### src/rtl/hv_trap_pkg.sv
package hv_trap_pkg;
  localparam logic [3:0] SEL_CP   = 4'd15;
  localparam logic [2:0] SEL_OPC1 = 3'd4;
  localparam logic [3:0] SEL_CRN  = 4'd1;
  localparam logic [3:0] SEL_CRM  = 4'd1;
  localparam logic [2:0] SEL_OPC2 = 3'd4;

  localparam int FB_TLB_IS = 22;
  localparam int FB_POU    = 20;
  localparam int FB_ICAB   = 18;
  localparam int FB_ID4    = 17;
  localparam int FB_NCOH   = 6;
  localparam int FB_EXTAB  = 5;
  localparam int FB_ERREC  = 4;
  localparam int FB_S2I    = 1;
  localparam int FB_S2D    = 0;

  localparam logic [31:0] GRP_TRAP = (32'd1 << FB_TLB_IS) | (32'd1 << FB_POU) |
                                     (32'd1 << FB_ICAB) | (32'd1 << FB_ID4);
  localparam logic [31:0] GRP_RAS  = (32'd1 << FB_EXTAB) | (32'd1 << FB_ERREC);
  localparam logic [31:0] GRP_NCOH = (32'd1 << FB_NCOH);
  localparam logic [31:0] GRP_S2   = (32'd1 << FB_S2I) | (32'd1 << FB_S2D);

  localparam int IC_TLB_IS = 0;
  localparam int IC_POU    = 1;
  localparam int IC_ICAB   = 2;
  localparam int IC_ID4    = 3;
  localparam int IC_ERR1   = 4;
  localparam int IC_ERR2   = 5;
  localparam int IC_W      = 6;

  localparam int SYN_W = 6;
  localparam logic [SYN_W-1:0] SYN_ONE = 6'h03;
  localparam logic [SYN_W-1:0] SYN_TWO = 6'h04;

  typedef enum logic [1:0] {VERD_OK, VERD_UNDEF, VERD_TRAP} verdict_e;
endpackage

### src/rtl/hv_access_gate.sv
module hv_access_gate
  import hv_trap_pkg::*;
(
  input  logic [3:0] cp,
  input  logic [2:0] opc1,
  input  logic [3:0] crn,
  input  logic [3:0] crm,
  input  logic [2:0] opc2,
  input  logic [1:0] el,
  input  logic       secure,
  input  logic       hyp_en,
  input  logic       hyp_acc_trap,
  output logic       hit,
  output verdict_e   verdict
);
  assign hit = (cp == SEL_CP) && (opc1 == SEL_OPC1) && (crn == SEL_CRN) &&
               (crm == SEL_CRM) && (opc2 == SEL_OPC2);

  always_comb begin
    unique case (el)
      2'd0:    verdict = VERD_UNDEF;
      2'd1:    verdict = (hyp_en && hyp_acc_trap) ? VERD_TRAP : VERD_UNDEF;
      2'd2:    verdict = VERD_OK;
      default: verdict = secure ? VERD_UNDEF : VERD_OK;
    endcase
  end
endmodule

### src/rtl/hv_cfg_store.sv
module hv_cfg_store #(
  parameter int          W     = 32,
  parameter logic [31:0] WMASK = 32'h0
) (
  input  logic         clk,
  input  logic         rst_n,
  input  logic         wr_en,
  input  logic [W-1:0] wdata,
  output logic [W-1:0] cfg_q
);
  always_ff @(posedge clk or negedge rst_n) begin
    if (!rst_n)     cfg_q <= '0;
    else if (wr_en) cfg_q <= wdata & WMASK[W-1:0];
  end
endmodule

### src/rtl/hv_trap_eval.sv
module hv_trap_eval
  import hv_trap_pkg::*;
(
  input  logic [31:0]      cfg_q,
  input  logic [1:0]       el,
  input  logic             secure,
  input  logic             host_e2h,
  input  logic             host_tge,
  input  logic             s2_en,
  input  logic [IC_W-1:0]  insn_class,
  output logic [31:0]      eff,
  output logic             trap,
  output logic [SYN_W-1:0] syn
);
  logic host_mode, ns_el1, ns_el01;
  logic [IC_W-1:0] hits;

  assign host_mode = host_e2h && host_tge;
  assign ns_el1    = !secure && (el == 2'd1);
  assign ns_el01   = !secure && (el <= 2'd1);

  always_comb begin
    eff = cfg_q & ~GRP_S2;
    if (host_mode) eff = eff & ~GRP_TRAP;
    if (s2_en && el != 2'd2) eff = eff | (cfg_q & GRP_S2);
  end

  assign hits[IC_TLB_IS] = insn_class[IC_TLB_IS] && eff[FB_TLB_IS] && ns_el1;
  assign hits[IC_POU]    = insn_class[IC_POU]    && eff[FB_POU]    && ns_el1;
  assign hits[IC_ICAB]   = insn_class[IC_ICAB]   && eff[FB_ICAB]   && ns_el1;
  assign hits[IC_ID4]    = insn_class[IC_ID4]    && eff[FB_ID4]    && ns_el01;
  assign hits[IC_ERR1]   = insn_class[IC_ERR1]   && eff[FB_ERREC]  && ns_el1;
  assign hits[IC_ERR2]   = insn_class[IC_ERR2]   && eff[FB_ERREC]  && ns_el1;

  assign trap = |hits;
  assign syn  = !trap ? '0 : (hits[IC_ERR2] ? SYN_TWO : SYN_ONE);
endmodule

### src/rtl/hv_trap_ctl.sv
module hv_trap_ctl
  import hv_trap_pkg::*;
#(
  parameter bit HAS_TRAP_GRP = 1'b1,
  parameter bit HAS_RAS_GRP  = 1'b1,
  parameter bit HAS_NCOH     = 1'b1
) (
  input  logic             clk,
  input  logic             rst_n,
  input  logic             req_valid,
  output logic             req_ready,
  input  logic [3:0]       req_cp,
  input  logic [2:0]       req_opc1,
  input  logic [3:0]       req_crn,
  input  logic [3:0]       req_crm,
  input  logic [2:0]       req_opc2,
  input  logic             req_write,
  input  logic [31:0]      req_wdata,
  output logic             resp_valid,
  input  logic             resp_ready,
  output logic [31:0]      resp_rdata,
  output logic             resp_undef,
  output logic             resp_trap,
  output logic [SYN_W-1:0] resp_syn,
  input  logic [1:0]       cur_el,
  input  logic             sec_state,
  input  logic             hyp_en,
  input  logic             hyp_acc_trap,
  input  logic             host_e2h,
  input  logic             host_tge,
  input  logic             s2_en,
  input  logic [IC_W-1:0]  insn_class,
  output logic             guest_trap,
  output logic [SYN_W-1:0] guest_syn,
  output logic [31:0]      eff_ctrl
);
  localparam logic [31:0] WMASK = GRP_S2 |
                                  (HAS_TRAP_GRP ? GRP_TRAP : 32'h0) |
                                  (HAS_RAS_GRP  ? GRP_RAS  : 32'h0) |
                                  (HAS_NCOH     ? GRP_NCOH : 32'h0);

  logic        hit, accept, wr_en;
  verdict_e    verdict;
  logic [31:0] cfg_q;

  assign req_ready = !resp_valid || resp_ready;
  assign accept    = req_valid && req_ready;
  assign wr_en     = accept && hit && (verdict == VERD_OK) && req_write;

  hv_access_gate u_gate (
    .cp(req_cp), .opc1(req_opc1), .crn(req_crn), .crm(req_crm), .opc2(req_opc2),
    .el(cur_el), .secure(sec_state), .hyp_en(hyp_en), .hyp_acc_trap(hyp_acc_trap),
    .hit(hit), .verdict(verdict)
  );

  hv_cfg_store #(.W(32), .WMASK(WMASK)) u_store (
    .clk(clk), .rst_n(rst_n), .wr_en(wr_en), .wdata(req_wdata), .cfg_q(cfg_q)
  );

  hv_trap_eval u_eval (
    .cfg_q(cfg_q), .el(cur_el), .secure(sec_state), .host_e2h(host_e2h),
    .host_tge(host_tge), .s2_en(s2_en), .insn_class(insn_class),
    .eff(eff_ctrl), .trap(guest_trap), .syn(guest_syn)
  );

  always_ff @(posedge clk or negedge rst_n) begin
    if (!rst_n) begin
      resp_valid <= 1'b0;
      resp_rdata <= '0;
      resp_undef <= 1'b0;
      resp_trap  <= 1'b0;
      resp_syn   <= '0;
    end else if (accept) begin
      resp_valid <= 1'b1;
      resp_rdata <= (hit && verdict == VERD_OK && !req_write) ? cfg_q : '0;
      resp_undef <= hit && (verdict == VERD_UNDEF);
      resp_trap  <= hit && (verdict == VERD_TRAP);
      resp_syn   <= (hit && verdict == VERD_TRAP) ? SYN_ONE : '0;
    end else if (resp_ready) begin
      resp_valid <= 1'b0;
    end
  end

  // level 0 access is undefined
  a_r2_el0_undef: assert property (@(posedge clk) disable iff (!rst_n)
    (accept && hit && cur_el == 2'd0) |=> (resp_valid && resp_undef && !resp_trap));
  // level 1 access with trap enabled reports class 0x03
  a_r3_el1_trap: assert property (@(posedge clk) disable iff (!rst_n)
    (accept && hit && cur_el == 2'd1 && hyp_en && hyp_acc_trap) |=>
      (resp_trap && resp_syn == SYN_ONE && !resp_undef));
  // Secure level 3 access is undefined
  a_r5_sec_el3_undef: assert property (@(posedge clk) disable iff (!rst_n)
    (accept && hit && cur_el == 2'd3 && sec_state) |=> resp_undef);
  // unselected encoding leaves the stored word alone
  a_r1_miss_no_update: assert property (@(posedge clk) disable iff (!rst_n)
    (accept && !hit) |=> ($stable(cfg_q) && !resp_undef && !resp_trap));
  // reserved and absent bits read as zero
  a_r6_rsvd_read_zero: assert property (@(posedge clk) disable iff (!rst_n)
    resp_valid |-> ((resp_rdata & ~WMASK) == 32'h0));
  // host mode masks the trap group
  a_r8_host_mask: assert property (@(posedge clk) disable iff (!rst_n)
    (host_e2h && host_tge) |-> ((eff_ctrl & GRP_TRAP) == 32'h0));
  // Secure execution never takes a guest trap
  a_r9_secure_no_trap: assert property (@(posedge clk) disable iff (!rst_n)
    sec_state |-> !guest_trap);
  // a stalled response stays put
  a_r11_stall_stable: assert property (@(posedge clk) disable iff (!rst_n)
    (resp_valid && !resp_ready) |=> (resp_valid && $stable(resp_rdata) &&
                                     $stable(resp_undef) && $stable(resp_trap)));
  // undefined and trap never together
  a_r3_excl: assert property (@(posedge clk) disable iff (!rst_n)
    !(resp_undef && resp_trap));
endmodule

### config.mk
export PLATFORM = sky130hd
export DESIGN_NAME = hv_trap_ctl
export DESIGN_NICKNAME = d
export VERILOG_FILES = /design/src/rtl/hv_trap_pkg.sv /design/src/rtl/hv_access_gate.sv /design/src/rtl/hv_cfg_store.sv /design/src/rtl/hv_trap_eval.sv /design/src/rtl/hv_trap_ctl.sv
export SDC_FILE = /design/constraint.sdc
export NUM_CORES = 1
export LEC_CHECK = 0
export ABC_AREA = 1
export CAP_MARGIN = 20
export CELL_PAD_IN_SITES_DETAIL_PLACEMENT = 1
export CELL_PAD_IN_SITES_GLOBAL_PLACEMENT = 2
export CORE_MARGIN = 10
export CORE_UTILIZATION = 23
export CTS_BUF_LIST = sky130_fd_sc_hd__clkbuf_4 sky130_fd_sc_hd__clkbuf_8 sky130_fd_sc_hd__clkbuf_16
export DETAILED_ROUTE_END_ITERATION = 16
export PLACE_DENSITY = 0.92
export SLEW_MARGIN = 5
export SYNTH_ARGS = -nofsm -noshare
export SYNTH_HDL_FRONTEND = slang
export SYNTH_HIERARCHICAL = 1
export SYNTH_SLANG_ARGS = --single-unit
### constraint.sdc
create_clock -name clk -period 4.2 [get_ports clk]
set_clock_uncertainty 0.15 [all_clocks]
set_input_delay 0.84 -clock clk [delete_from_list [all_inputs] [get_ports clk]]
set_output_delay 0.84 -clock clk [all_outputs]
set_load 0.05 [all_outputs]
==> flow_metrics.tcl <==
set metrics [dict create \
    synth_top_area_cell "dfrtp_1" \
    htree_levels 2 \
    status "finished, final reports clean" \
    ant_nets 0 \
    place.gp.congestion 0.7117 \
    fin_tns_setup_ps 0 \
    yosysWarnings 6 \
    power_leakage_nw 1.589 \
    most-common-layout-cells "clkdlybuf4s50_1, nand2_1, dfrtp_1" \
    vias 2201 \
    chipHeight_microns 128.5 \
    worstPathRequired_ps 3210 \
    instances_no_fill 534 \
    finalPower_mw 1.045 \
    grt_pass1_vias 2451 \
    die_x_microns 128.5 \
    postCtsSetupRepairBufs 0 \
    syn_area_sq_um 2705 \
    grt_use_met2_pct 16.39 \
    fillers 1378 \
    netlist_instances 328 \
    seq_area_frac_synth_pct 40.70 \
    power-per-cell-area_nw_per_um2 290.0 \
    synth.area.top_cells "dfrtp_1, buf_4, nand2_1, o21ai_2, nand3_1" \
    hold_buffers 0 \
    antenna_found_initial 0 \
    finalCriticalPeriod_ps 3714 \
    utilization_pct 31.43 \
    cp_max_fo 5 \
    maxSlewHeadroom_pct 53.67 \
    cts_buffers 5 \
    vdd_ir_drop_max_mv 0.1583 \
    hp-class "flip-flop to flip-flop" \
    path_cells "clkdlybuf4s50_1, nor2_2, nand2_2, nor2_1, nor2_2, nand3_2, nand2_1, inv_1, clkdlybuf4s50_1" \
    grt_pass1_wl_microns 12900 \
    cts_tree "built" \
    seq_area_sq_um 1101 \
    hold_viol_final 0 \
    dieArea_sq_um 16500 \
    layout.nets 459 \
    cts-resized-gates 0 \
    rows 39 \
    wl_per_cell_microns 14.98 \
    clk_path_buf_depth 2 \
    cts.sinks 44 \
    drive_above_1_share_pct 15.09 \
    root_buffer "clkbuf_16" \
    dpl.hpwl_microns 6352 \
    ys_ff_latch 44 \
    rsz0062_at_grt "false" \
    setup_violations 0 \
    maxCapViolCount 0 \
    critical-path-max-stage-delay_ps 800 \
    multiInputGateArea_sq_um 1054 \
    final_common_cell "clkdlybuf4s50_1" \
    pin_count 150 \
    path_class "input pin to output pin" \
    reg2reg_slack_ps 2050 \
    startpoint_type "input pin" \
    synth_top_cell_area_share_pct 40.70 \
    endpoint_kind "output pin" \
    dp_cells 525 \
    grt.total_usage_pct 9.526 \
    crit_arrival_ps 2720 \
    wirelength_microns 8000 \
    yosysUniqueCellTypes 20 \
    vias_per_cell 4.122 \
    syn_area_per_cell_sq_um 8.247 \
    min_period_over_period_pct 88.43 \
    syn_to_final_growth_pct 33.26 \
    grt_max_degree 45 \
    clk_pin_slew_ps 60 \
    maxClockFrequency_ghz 0.2692 \
    drc 0 \
    max_slew.worst_pin.slew_ps 692.4 \
    overflow 0 \
    antenna_cells 0 \
    use_met3_pct 4.476 \
    holdWs_ps 329.9 \
    report.final.slew_viol_count 0 \
    drt_iter0_markers 120 \
    dr.pass1.iters 4 \
    initial_core_util_pct 23.59 \
    crit_path_top_delay_cell "clkdlybuf4s50_1" \
    gr-usage-met1_pct 10.28 \
    numPortBuffers 96 \
    worstSkewPairLatency_ps 280 \
    grt.busiest_layer "met2" \
    core_sq_um 11470 \
]
==> logic make-up after synthesis <==
group	synth area share [%]
buffers and inverters	24.10
AOI/OAI and AO/OA	10.96
and+or+nand+nor	23.82
DFF	40.70
other	0.4163
==> state kept, by name, summed over array words and instances (netlist names) <==
signal,cells
resp_undef,1
resp_syn,1
u_store/cfg_q,9
resp_rdata,32
resp_valid,1
==> worst max-delay path, delay by kind of cell <==
kind / cells / cell delay [ps]
buf+inv: 3 / 1310
simple gates: 6 / 560
==> power breakdown <==
part	internal, mW	switching [mW]
Combinational	0.0529	0.124
Sequential	0.425	0.00112
Clock	0.279	0.164
==> cells in the mapped netlist (all sizes together) <==
library cell	count
buf	74
nand2	81
inv	24
nand4	1
a21oi	1
conb	3
nand3	40
o21ai	35
nor2	25
dfrtp	44
==> per-layer routing <==
layer | part of all wire, % | vias to the layer above
met5 | 0 | -
met4 | 0.66 | 0
met3 | 11 | 2
met2 | 50 | 85
met1 | 39 | 1047
li1 | - | 1067
==> metrics by stage <==
| stage | setup slack (ps) | area (sq um) |
|---|---|---|
| 6_report | 485.7 | 3605 |
| 5_1_grt | 327.8 | 3605 |
| 4_1_cts | 462.4 | 3585 |
| 3_5_place_dp | 467.4 | 3417 |
| 3_3_place_gp | 488.3 | 3417 |
| 2_1_floorplan | 844.9 | 2806 |
==> area by class of cell <==
| cell class | instances | area share (%) |
|---|---|---|
| Clock buffer | 5 | 3.471 |
| Clock inverter | 3 | 1.180 |
| Inverter | 24 | 2.499 |
| Multi-Input combinational cell | 213 | 29.23 |
| Sequential cell | 44 | 30.55 |
| Tap cell | 143 | 4.964 |
| Timing Repair Buffer | 102 | 28.12 |
==> path summary, 6_finish.rpt <==
check	start	end	depth (start not counted)
worst max-delay path	cur_el[1]	guest_syn[1]	9
worst min-delay path	resp_rdata[18]	resp_rdata[18]	2
worst max register to register	resp_valid	u_store/cfg_q[5]	7
worst min register to register	resp_rdata[18]	resp_rdata[18]	2
max in group asynchronous	rst_n	resp_rdata[20]	2
min in group asynchronous	rst_n	resp_rdata[30]	1
(Power assumes the default switching activity.)
